File: config.mk
export PLATFORM = sky130hd
export DESIGN_NAME = halfw_trap_eval
export DESIGN_NICKNAME = d
export VERILOG_FILES = /design/src/rtl/hw_trap_pkg.sv /design/src/rtl/hw_trap_sext.sv /design/src/rtl/hw_trap_cmp.sv /design/src/rtl/hw_trap_combine.sv /design/src/rtl/halfw_trap_eval.sv
export SDC_FILE = /design/constraint.sdc
export NUM_CORES = 1
export LEC_CHECK = 0
export ABC_AREA = 1
export CAP_MARGIN = 10
export CORE_ASPECT_RATIO = 1.5
export CORE_UTILIZATION = 30
export DETAILED_ROUTE_END_ITERATION = 6
export GPL_ROUTABILITY_DRIVEN = 1
export PLACE_DENSITY = 0.81
export SLEW_MARGIN = 20
export SYNTH_ARGS = -nofsm -noshare
export SYNTH_HDL_FRONTEND = slang
export SYNTH_SLANG_ARGS = --single-unit
File: constraint.sdc
create_clock -name clk_i -period 4.8 [get_ports clk_i]
set_input_delay 1.44 -clock clk_i [delete_from_list [all_inputs] [get_ports clk_i]]
set_output_delay 1.44 -clock clk_i [all_outputs]
set_load 0.01 [all_outputs]
File: src/rtl/hw_trap_pkg.sv
package hw_trap_pkg;

   localparam int NUM_COND = 5;

   // condition indices; these match the mask bit positions
   localparam int C_SLT = 0;
   localparam int C_SGT = 1;
   localparam int C_EQ  = 2;
   localparam int C_ULT = 3;
   localparam int C_UGT = 4;

   typedef logic [NUM_COND-1:0] cond_vec_t;

   function automatic int max_int(input int a, input int b);
      return (a > b) ? a : b;
   endfunction

endpackage

File: src/rtl/hw_trap_sext.sv
module hw_trap_sext #(
   parameter int IN_W  = 8,
   parameter int OUT_W = 17
) (
   input  logic [IN_W-1:0]  val_i,
   output logic [OUT_W-1:0] val_o
);
   localparam int PAD_W = OUT_W - IN_W;

   initial begin
      if (IN_W < 1)      $error("hw_trap_sext: IN_W must be positive");
      if (OUT_W < IN_W)  $error("hw_trap_sext: OUT_W below IN_W");
   end

   generate
      if (PAD_W == 0) begin : g_pass
         assign val_o = val_i;
      end else begin : g_pad
         assign val_o = {{PAD_W{val_i[IN_W-1]}}, val_i};
      end
   endgenerate
endmodule

File: src/rtl/hw_trap_cmp.sv
module hw_trap_cmp
   import hw_trap_pkg::*;
#(
   parameter int W = 17
) (
   input  logic [W-1:0] a_i,
   input  logic [W-1:0] b_i,
   output cond_vec_t    flags_o
);
   logic s_lt, s_gt, u_lt, u_gt, same;

   always_comb begin
      s_lt = $signed(a_i) < $signed(b_i);
      s_gt = $signed(a_i) > $signed(b_i);
      u_lt = a_i < b_i;
      u_gt = a_i > b_i;
      same = a_i == b_i;
   end

   always_comb begin
      flags_o        = '0;
      flags_o[C_SLT] = s_lt;
      flags_o[C_SGT] = s_gt;
      flags_o[C_EQ]  = same;
      flags_o[C_ULT] = u_lt;
      flags_o[C_UGT] = u_gt;
   end
endmodule

File: src/rtl/hw_trap_combine.sv
module hw_trap_combine
   import hw_trap_pkg::*;
(
   input  cond_vec_t flags_i,
   input  cond_vec_t mask_i,
   output logic      trap_o
);
   cond_vec_t hit;

   genvar gi;
   generate
      for (gi = 0; gi < NUM_COND; gi++) begin : g_hit
         assign hit[gi] = flags_i[gi] & mask_i[gi];
      end
   endgenerate

   assign trap_o = |hit;
endmodule

File: src/rtl/halfw_trap_eval.sv
module halfw_trap_eval
   import hw_trap_pkg::*;
#(
   parameter int XLEN    = 64,
   parameter int IMM_W   = 16,
   parameter bit REG_OUT = 1'b1
) (
   input  logic                clk_i,
   input  logic                rst_ni,
   input  logic [XLEN-1:0]     reg_val_i,
   input  logic [IMM_W-1:0]    imm_i,
   input  logic [NUM_COND-1:0] cond_mask_i,
   output logic                trap_o,
   output logic                trap_q_o
);
   localparam int HALF_W = XLEN / 2;
   localparam int CMP_W  = max_int(HALF_W, IMM_W) + 1;

   initial begin
      if (XLEN < 2)         $error("halfw_trap_eval: XLEN too small");
      if ((XLEN % 2) != 0)  $error("halfw_trap_eval: XLEN must be even");
      if (IMM_W < 2)        $error("halfw_trap_eval: IMM_W too small");
   end

   logic [HALF_W-1:0] half_op;
   logic [CMP_W-1:0]  op_ext;
   logic [CMP_W-1:0]  imm_ext;
   cond_vec_t         cond_flags;
   logic              trap_now;

   assign half_op = reg_val_i[HALF_W-1:0];

   hw_trap_sext #(.IN_W(HALF_W), .OUT_W(CMP_W)) u_op_ext (
      .val_i (half_op),
      .val_o (op_ext)
   );

   hw_trap_sext #(.IN_W(IMM_W), .OUT_W(CMP_W)) u_imm_ext (
      .val_i (imm_i),
      .val_o (imm_ext)
   );

   hw_trap_cmp #(.W(CMP_W)) u_cmp (
      .a_i     (op_ext),
      .b_i     (imm_ext),
      .flags_o (cond_flags)
   );

   hw_trap_combine u_comb (
      .flags_i (cond_flags),
      .mask_i  (cond_mask_i),
      .trap_o  (trap_now)
   );

   assign trap_o = trap_now;

   generate
      if (REG_OUT) begin : g_reg
         logic trap_q;
         always_ff @(posedge clk_i or negedge rst_ni) begin
            if (!rst_ni) trap_q <= 1'b0;
            else         trap_q <= trap_now;
         end
         assign trap_q_o = trap_q;
      end else begin : g_comb
         assign trap_q_o = trap_now;
      end
   endgenerate
endmodule

[Yosys cells after proc, flatten, opt, wreduce, memory -nomap -nowiden]
Index checks and enable logic that the tools add are counted.
Word-level totals
  flip-flop bits (word level): 1
  bits in latches: 0
  bits in writable memories: 0
  memory bits (read-only): 0
  bits of input ports: 87
  output and inout bits: 2
  word-level logic and storage cells: 12
  memories kept: 0
Operators by class
  add/sub/neg operators: 0
  multipliers: 0
  divide/modulo/power cells: 0
  order comparisons: 4
  equal/unequal tests: 1
  shift operators: 0
  muxes and demuxes: 0
  bitwise gates (word level): 5
  reductions and logical operators: 1
Operators with widths (count)
  $eq A33 B33 Y1: 1
  $gt A33 B33 Y1: 1
  $lt A33 B33 Y1: 1
  $gt A32 B16 Y1: 1
  $lt A32 B16 Y1: 1
  $and A1 B1 Y1: 5
  $reduce_or A5 Y1: 1

[Depth between registers and ports, before layout]
Gate-level depths: netlist of run 1.
  depth in word-level cells: 3
  gate-level depth with buffers: 18
  depth with buffers taken out: 18

[Modules after synthesis]
A second synthesis of run 1 with hierarchy kept.
Second synthesis, totals
  cell total of the unflattened synthesis: 248
  area, all modules: 1577.8 um2
By module, submodules not included
  hw_trap_cmp: instances 1, cells an instance 170, area an instance 1016.0 um2, seq. area each 0.0 um2
  hw_trap_sext: instances 2, cells an instance 33, area an instance 247.7 um2, seq. area each 0.0 um2
  hw_trap_combine: instances 1, cells an instance 11, area an instance 41.3 um2, seq. area each 0.0 um2
  halfw_trap_eval: instances 1, cells an instance 1, area an instance 25.0 um2, seq. area each 25.0 um2

[Worst setup path before layout of run 1]
OpenSTA, ideal clock, no wires.
  path type: input to output
  start point: in imm_i[15]
  end point: out trap_o
  data arrival time: 2.999 ns
  data required time: 3.360 ns
  setup slack: 0.361 ns
  stages on the path: 11
  path buffers: 0
  cell sequence: inv_1 ha_1 a21oi_1 o21a_1 nand2_1 nor2_1 nand2_2 a21oi_1 nand2_1 inv_1 nand2_1
Between the ends
  cells in the longest elaborated chain, start to end: 3
  elaborated cells on any way between the ends: 11
  those cells by class: order compare: 4; eq/ne: 1; bitwise: 5; reduce/logical: 1
Ends and longest elaborated chain
  start, declared: RTL line halfw_trap_eval.sv:11  | input logic [IMM_W-1:0] imm_i,
  $lt A33 B33 Y1, or another cell as far along: RTL line hw_trap_cmp.sv:15  | u_lt = a_i < b_i;
  $and A1 B1 Y1: RTL line hw_trap_combine.sv:13  | assign hit[gi] = flags_i[gi] & mask_i[gi];
  $reduce_or A5 Y1 *: RTL line hw_trap_combine.sv:17  | assign trap_o = |hit;
  end, declared: RTL line halfw_trap_eval.sv:13  | output logic trap_o,
Every way passes the cells marked *; elsewhere a longest branch is shown, timed or not.

[Final worst setup path of run 1]
  start point: in reg_val_i[27]
  end point: out trap_o
Between the ends
  cells in the longest elaborated chain, start to end: 3
  elaborated cells on any way between the ends: 11
  those cells by class: order compare: 4; eq/ne: 1; bitwise: 5; reduce/logical: 1
Ends and longest elaborated chain
  start, declared: RTL line halfw_trap_eval.sv:10  | input logic [XLEN-1:0] reg_val_i,
  $lt A33 B33 Y1, or another cell as far along: RTL line hw_trap_cmp.sv:15
  $and A1 B1 Y1: RTL line hw_trap_combine.sv:13
  $reduce_or A5 Y1 *: RTL line hw_trap_combine.sv:17
Marked as above.

==> results.md, run 1 <==
- Status: finished, final reports clean
- Slew Limit Fails: 0
- Max reg flops: 1
- HPWL after detailed placement: 2010 um
- Crit-path most repeated cell: nand2_1
- Compound-Gate Fraction of Synth Area: roughly 11%
- Post-synthesis xor/xnor area fraction: 0%
- CP max stage delay: 0.40 ns
- Fillers: 273
- Yosys top cell by area: ha_1
- EDFF count, synth: 0
- Critical Path RT: 3.36 ns
- Synth Area in Simple Gates: 34.9%
- Measured slew at the worst slew-check pin: roughly 0.20 ns
- Slowest-stage cell, CP: clkdlybuf4s50_1
- Ratio of final minimum period to clock period: 98.8%
- Initial drt markers: 3
- Hold WC Path Type: primary input to async pin
- Die Y: 72.3 um
- Top-count cell post-synth: nand2_1
- Final core utilization: 63.9%
- Post-Place Cells: 249
- Seq. cell area: 25.0 um2
- Synthesized instance count: 145
- Crit path launch type: primary input
- Reg clk slew, reported paths: 0 ns
- Share of layout cells above drive strength 1: 31.8%
- Non-filler cells in the finished layout: around 250
- Initial antenna violation count: 0
- Mapped Area: roughly 1000 um2
- Main synth FF type: dfrtp_1
- #FFs+latches synth: 1
- Setup-failing EPs final: 0
- Net Count, Synth: 264
- Final Hold Fails: 0
- Vias in the first global route: 1157
- Synth Area in Adders: between 40% and 50%
- Row Count: 25
- Vias/cell: ~4.7
- Leakage: 1.03 nW
- Critical-path cell list: clkdlybuf4s50_1 -> ha_1 -> a21oi_1 -> o21ai_0 -> nand2_1 -> nand2_1 -> nor2_4 -> nand2_4 -> nand2_1 -> nand3_1 -> nand2_1 -> inv_1 -> nand2_2 -> buf_6
- Most instantiated cells after synthesis: nand2_1 (36), ha_1 (32), inv_1 (28)
- Relative slew slack: 86.6%
- CP endpoint kind: primary output
- Max-Cap Viols: 0
- Peak supply drop: approximately 0.043 mV
- Fmax: 211 MHz
- Final RePlAce weighted congestion: 0.767
- Hold_buf cts: 0
- Synth-to-Final Area Change: 104%
- Crit-path max FO: 4
- ANT nets after route: 0
- Yosys warning total: 0
- Distinct cells, synth: 21
- Largest net degree at the start of global routing: 10
- Yosys top cell area share: a little over 40%
- Number of detailed-route iterations in the first pass: 4
- Async S/R FF share, synth: 100%
- WL per Instance: about 12 um
- IO Port Bufs: 56
- DR vias: 1186
- Final Critical Period: about 4.7 ns
- CP arrival: 3.30 ns
- Synthesized area per cell: 6.82 um2
- CORE AREA: 3160 um2
- Seq/Total Area, Yosys: around 2.5%
- Final nets: approximately 340
- Die W: 48.9 um
- Congestion Overflow GR: 0
- I/O pin count: 89
- Multiplexer area fraction after synthesis: 0%
- Total wire length: roughly 3100 um
- First-pass GRT wire length: approximately 4200 um
- Total GRT Usage: between 10% and 20%
- Cell area power density: between 90 and 100 nW/um2
- Antenna cells: 0
- Die ar.: 3530 um2
- CP Class: primary input to primary output
- Largest family of logic cells by synthesized area: adder cells
- DRC: 0
- Multi-input logic area: around 1100 um2
- Largest cells by area after synthesis: ha_1 (41%), nand2_1 (14%), inv_1 (11%)
- Initial core utilization: 31.3%
[cell usage in the layout, fill, tap and decap left out, drive strengths merged]
cell / instances
a21o: 2
a21oi: 14
a31oi: 1
and2: 2
buf: 13
bufbuf: 1
clkbuf: 1
clkdlybuf4s50: 43
dfrtp: 1
dlymetal6s2s: 11
ha: 32
inv: 29
nand2: 39
nand3: 6
nand4: 3
nor2: 12
nor3: 1
o21a: 1
o21ai: 2
[layout make-up]
| cell class | count | share of cell area [%] |
|---|---|---|
| multi-input cells | 115 | 55.1 |
| repair buffers | 69 | 35.8 |
| inverters | 29 | 5.39 |
| well taps | 40 | 2.48 |
| flip-flops and latches | 1 | 1.24 |
[worst max-delay path: cells and delay by family]
family | cells | cell delay, ns
fa+ha+maj | 1 | 0.31
compound gates | 2 | 0.29
buf+inv | 3 | 0.55
simple gates | 8 | 0.71
[power breakdown]
part / switching (mW) / total [mW] / internal (mW)
sequential: 0.000395 / 0.0103 / 0.00995
combinational: 0.0795 / 0.184 / 0.104
clock: 0 / 0 / 0
[timing repair]
item,CTS,global route
setup buffers,2,2
gates cloned,1,0
pin swaps,7,22
endpoints found under the setup margin,1,1
gates resized for setup,15,48
[layer usage]
metal	track usage [%]	part of all wire, %	up-vias
met1	12.5	33	544
li1	-	-	613
met3	0.839	2.9	0
met4	0	0	0
met2	34.6	64	29
met5	0	0	-
[path summary, 6_finish.rpt]
| check | startpoint | endpoint | slack (ns) | cells past startpoint |
|---|---|---|---|---|
| max | reg_val_i[27] | trap_o | 0.06 | 14 |
| min | rst_ni | trap_q_o$_DFF_PN0_ | 1.60 | 1 |
| max in group asynchronous | rst_ni | trap_q_o$_DFF_PN0_ | 3.08 | 1 |
| min in group clk_i | trap_q_o$_DFF_PN0_ | trap_q_o | 2.26 | 1 |
[through the flow]
| stage | worst slack [ns] | instance area [um2] | hold WS [ns] | setup TNS, ns | total power, mW |
|---|---|---|---|---|---|
| floorplan | 0.361 | 988 | 1.14 | 0 | 0.0798 |
| global route | -0.0838 | 2020 | 1.61 | -0.0838 | 0.213 |
| CTS | 0.0552 | 1760 | 1.61 | 0 | 0.162 |
| global placement | -0.597 | 1670 | 1.59 | -0.597 | 0.147 |
| detailed placement | -0.640 | 1670 | 1.61 | -0.640 | 0.151 |
| finish | 0.0581 | 2020 | 1.60 | 0 | 0.194 |
[cells by family (layout without fill, tap and decap cells)]
logic type / after synthesis / after routing
AND/OR/NAND/NOR: 63 / 63
buffers and inverters: 29 / 98
AO/OA/AOI/OAI: 20 / 20
adder cells (fa/ha/maj): 32 / 32
flip-flops: 1 / 1
Note: power is estimated with default switching activity, not from simulation.
==> run 2, diff against run 1 <==
--- a/config.mk
+++ b/config.mk
@@ -6,13 +6,13 @@
 export NUM_CORES = 1
 export LEC_CHECK = 0
 export ABC_AREA = 1
-export CAP_MARGIN = 10
+export CAP_MARGIN = 5
 export CORE_ASPECT_RATIO = 1.5
 export CORE_UTILIZATION = 30
 export DETAILED_ROUTE_END_ITERATION = 6
 export GPL_ROUTABILITY_DRIVEN = 1
 export PLACE_DENSITY = 0.81
-export SLEW_MARGIN = 20
+export SLEW_MARGIN = 10
 export SYNTH_ARGS = -nofsm -noshare
 export SYNTH_HDL_FRONTEND = slang
 export SYNTH_SLANG_ARGS = --single-unit
==> results of run 2 <==
Same layout as run 1: the final DEF is identical, and so are final timing and power.
==> run 3, diff against run 2 <==
==> constraint.sdc (replaced) <==
create_clock -name clk_i -period 4.6 [get_ports clk_i]
set_input_delay 1.38 -clock clk_i [delete_from_list [all_inputs] [get_ports clk_i]]
set_output_delay 1.38 -clock clk_i [all_outputs]
set_load 0.01 [all_outputs]
==> results.md, run 3 (synthesis results as in run 1) <==
- Status: finished, final reports clean
- Critical-path cell list: clkdlybuf4s50_1 -> ha_1 -> a21oi_1 -> nand2_1 -> nand2_1 -> a21oi_2 -> nor2_4 -> buf_4 -> nand3_2 -> nand2_1 -> inv_1 -> nand2_2 -> buf_6
- Sw Pwr: 0.102 mW (+28%)
- Top Family by Delay on Critical Path: buffers and inverters
- Clock share of power: 0% (unchanged)
- Part of the power in registers: 4.6% (-0.7 points)
- Initial antenna violation count: 0 (unchanged)
- WL per Instance: 14.8 um (+22%)
- Critical Path RT: 3.22 ns (-0.14 ns)
- CP Class: primary input to primary output
- Setup-failing EPs final: 0 (unchanged)
- Cell area power density: 102 nW/um2 (+6.1%)
- Final RePlAce weighted congestion: 0.767 (unchanged)
- Measured slew at the worst slew-check pin: 0.193 ns (-0.00515 ns)
- Buf/Inv on CP: 4 (+1)
- Die W: 48.9 um (unchanged)
- P_int: 0.133 mW (+17%)
- IO Port Bufs: 56 (unchanged)
- HPWL after detailed placement: 2010 um (unchanged)
- Leakage: 1.26 nW (+22%)
- Final Hold Fails: 0 (unchanged)
- CP arrival: 3.21 ns (-0.09 ns)
- Ratio of final minimum period to clock period: 99.7%
- Max-Cap Viols: 0 (unchanged)
- Final Critical Period: 4.59 ns
- I/O pin count: 89 (unchanged)
- Sw Ratio: 43.4% (+2.2 points)
- DR vias: 1274 (+7.4%)
- Peak supply drop: 0.0490 mV (+13%)
- Final core utilization: 73.1% (+9.2 points)
- Crit-path most repeated cell: nand2_1
- Congestion Overflow GR: 0 (unchanged)
- Crit path launch type: primary input
- Number of detailed-route iterations in the first pass: 5 (+1)
- Row Count: 25 (unchanged)
- Synth-to-Final Area Change: 134%
- Most frequent cells in the layout: dlymetal6s2s_1 (31), ha_4 (25), nand2_1 (21)
- CORE AREA: 3160 um2 (unchanged)
- Vias in the first global route: 1217 (+5.2%)
- Antenna cells: 0 (unchanged)
- ANT nets after route: 0 (unchanged)
- Initial core utilization: 31.3% (unchanged)
- Non-filler cells in the finished layout: 257 (+1.2%)
- Final nets: 338 (+0.90%)
- Relative slew slack: 87.1% (+0.42 points)
- Seq. cell area: 25.0 um2 (unchanged)
- Fillers: 219 (-20%)
- Hold_buf cts: 0 (unchanged)
- Die ar.: 3530 um2 (unchanged)
- Fmax: 218 MHz
- Slew Limit Fails: 0 (unchanged)
- First-pass GRT wire length: 4540 um (+8.2%)
- Hold WC Path Type: primary input to async pin
- Commonest non-fill, non-tap cell in the layout: dlymetal6s2s_1
- Largest net degree at the start of global routing: 10 (unchanged)
- Post-Place Cells: 249 (unchanged)
- Crit-path max FO: 4 (unchanged)
- Max reg flops: 1 (unchanged)
- Total wire length: 3800 um (+23%)
- Share of layout cells above drive strength 1: 48.4% (+17 points)
- Total GRT Usage: 15.8% (+1.5 points)
- DRC: 0 (unchanged)
- CP endpoint kind: primary output
- Vias/cell: 4.96 (+6.2%)
- Die Y: 72.3 um (unchanged)
- Initial drt markers: 9 (+6)
- Slowest-stage cell, CP: clkdlybuf4s50_1
- Reg clk slew, reported paths: 0 ns (unchanged)
- Critical path origin: reg_val_i[19]
- Combinational Power Share: 95.4% (+0.7 points)
- Multi-input logic area: 1320 um2 (+19%)
- CP max stage delay: 0.41 ns (about the same)
[run 3: cell types whose count changed in the layout (fill, tap and decap cells not counted), moves of 7 or more]
cell and change:
clkdlybuf4s50_1 -24, dlymetal6s2s_1 +20, ha_1 -11, ha_4 +10
inv_1 -7, inv_2 +7, nand2_1 -7
[run 3: cell type report]
cell class                      instances  area share [%]
Inverter                               29            4.71
Timing Repair Buffer                   72            34.9
Sequential cell                         1            1.08
Multi-Input combinational cell        115            57.1
Tap cell                               40            2.17
[run 3: path summary, 6_finish.rpt]
check / endpoint / cells after the start / slack (ns)
max: trap_o / 13 / 0.01
min: trap_q_o$_DFF_PN0_ / 1 / 1.55
max in group asynchronous: trap_q_o$_DFF_PN0_ / 1 / 2.94
min in group clk_i: trap_q_o / 1 / 2.20
[run 3: per-layer routing]
metal / GRT usage (%) / wire length, um / vias up
met5: 0 / 0 / -
met4: 1.96 / 158 / 0
met3: 0.839 / 110 / 14
met2: 37.7 / 2350 / 43
met1: 13.5 / 1180 / 597
li1: - / - / 620
[run 3: through the flow]
stage	power [mW]	worst slack, ns	TNS (ns)	hold WS, ns	instance area, um2
finish	0.236	0.0117	0	1.55	2310
detailed placement	0.158	-0.720	-0.720	1.55	1670
global placement	0.153	-0.677	-0.677	1.53	1670
CTS	0.174	0.00696	0	1.55	1810
global route	0.254	-0.0867	-0.0867	1.55	2310
floorplan	0.0833	0.281	0	1.08	988
[run 3: power groups by stage]
stage | clock network [mW] | registers, mW | logic (mW)
finish | 0 | 0.0108 | 0.225
global route | 0 | 0.0110 | 0.243
CTS | 0 | 0.0109 | 0.163
detailed placement | 0 | 0.0109 | 0.147
global placement | 0 | 0.0106 | 0.142
floorplan | 0 | 0.0115 | 0.0717
[run 3: timing repair]
action / 4_1_cts / 5_1_grt
setup endpoints to repair: 1 / 1
pin swaps: 13 / 31
cloned: 1 / 1
setup buffers: 3 / 3
resized for setup: 29 / 104
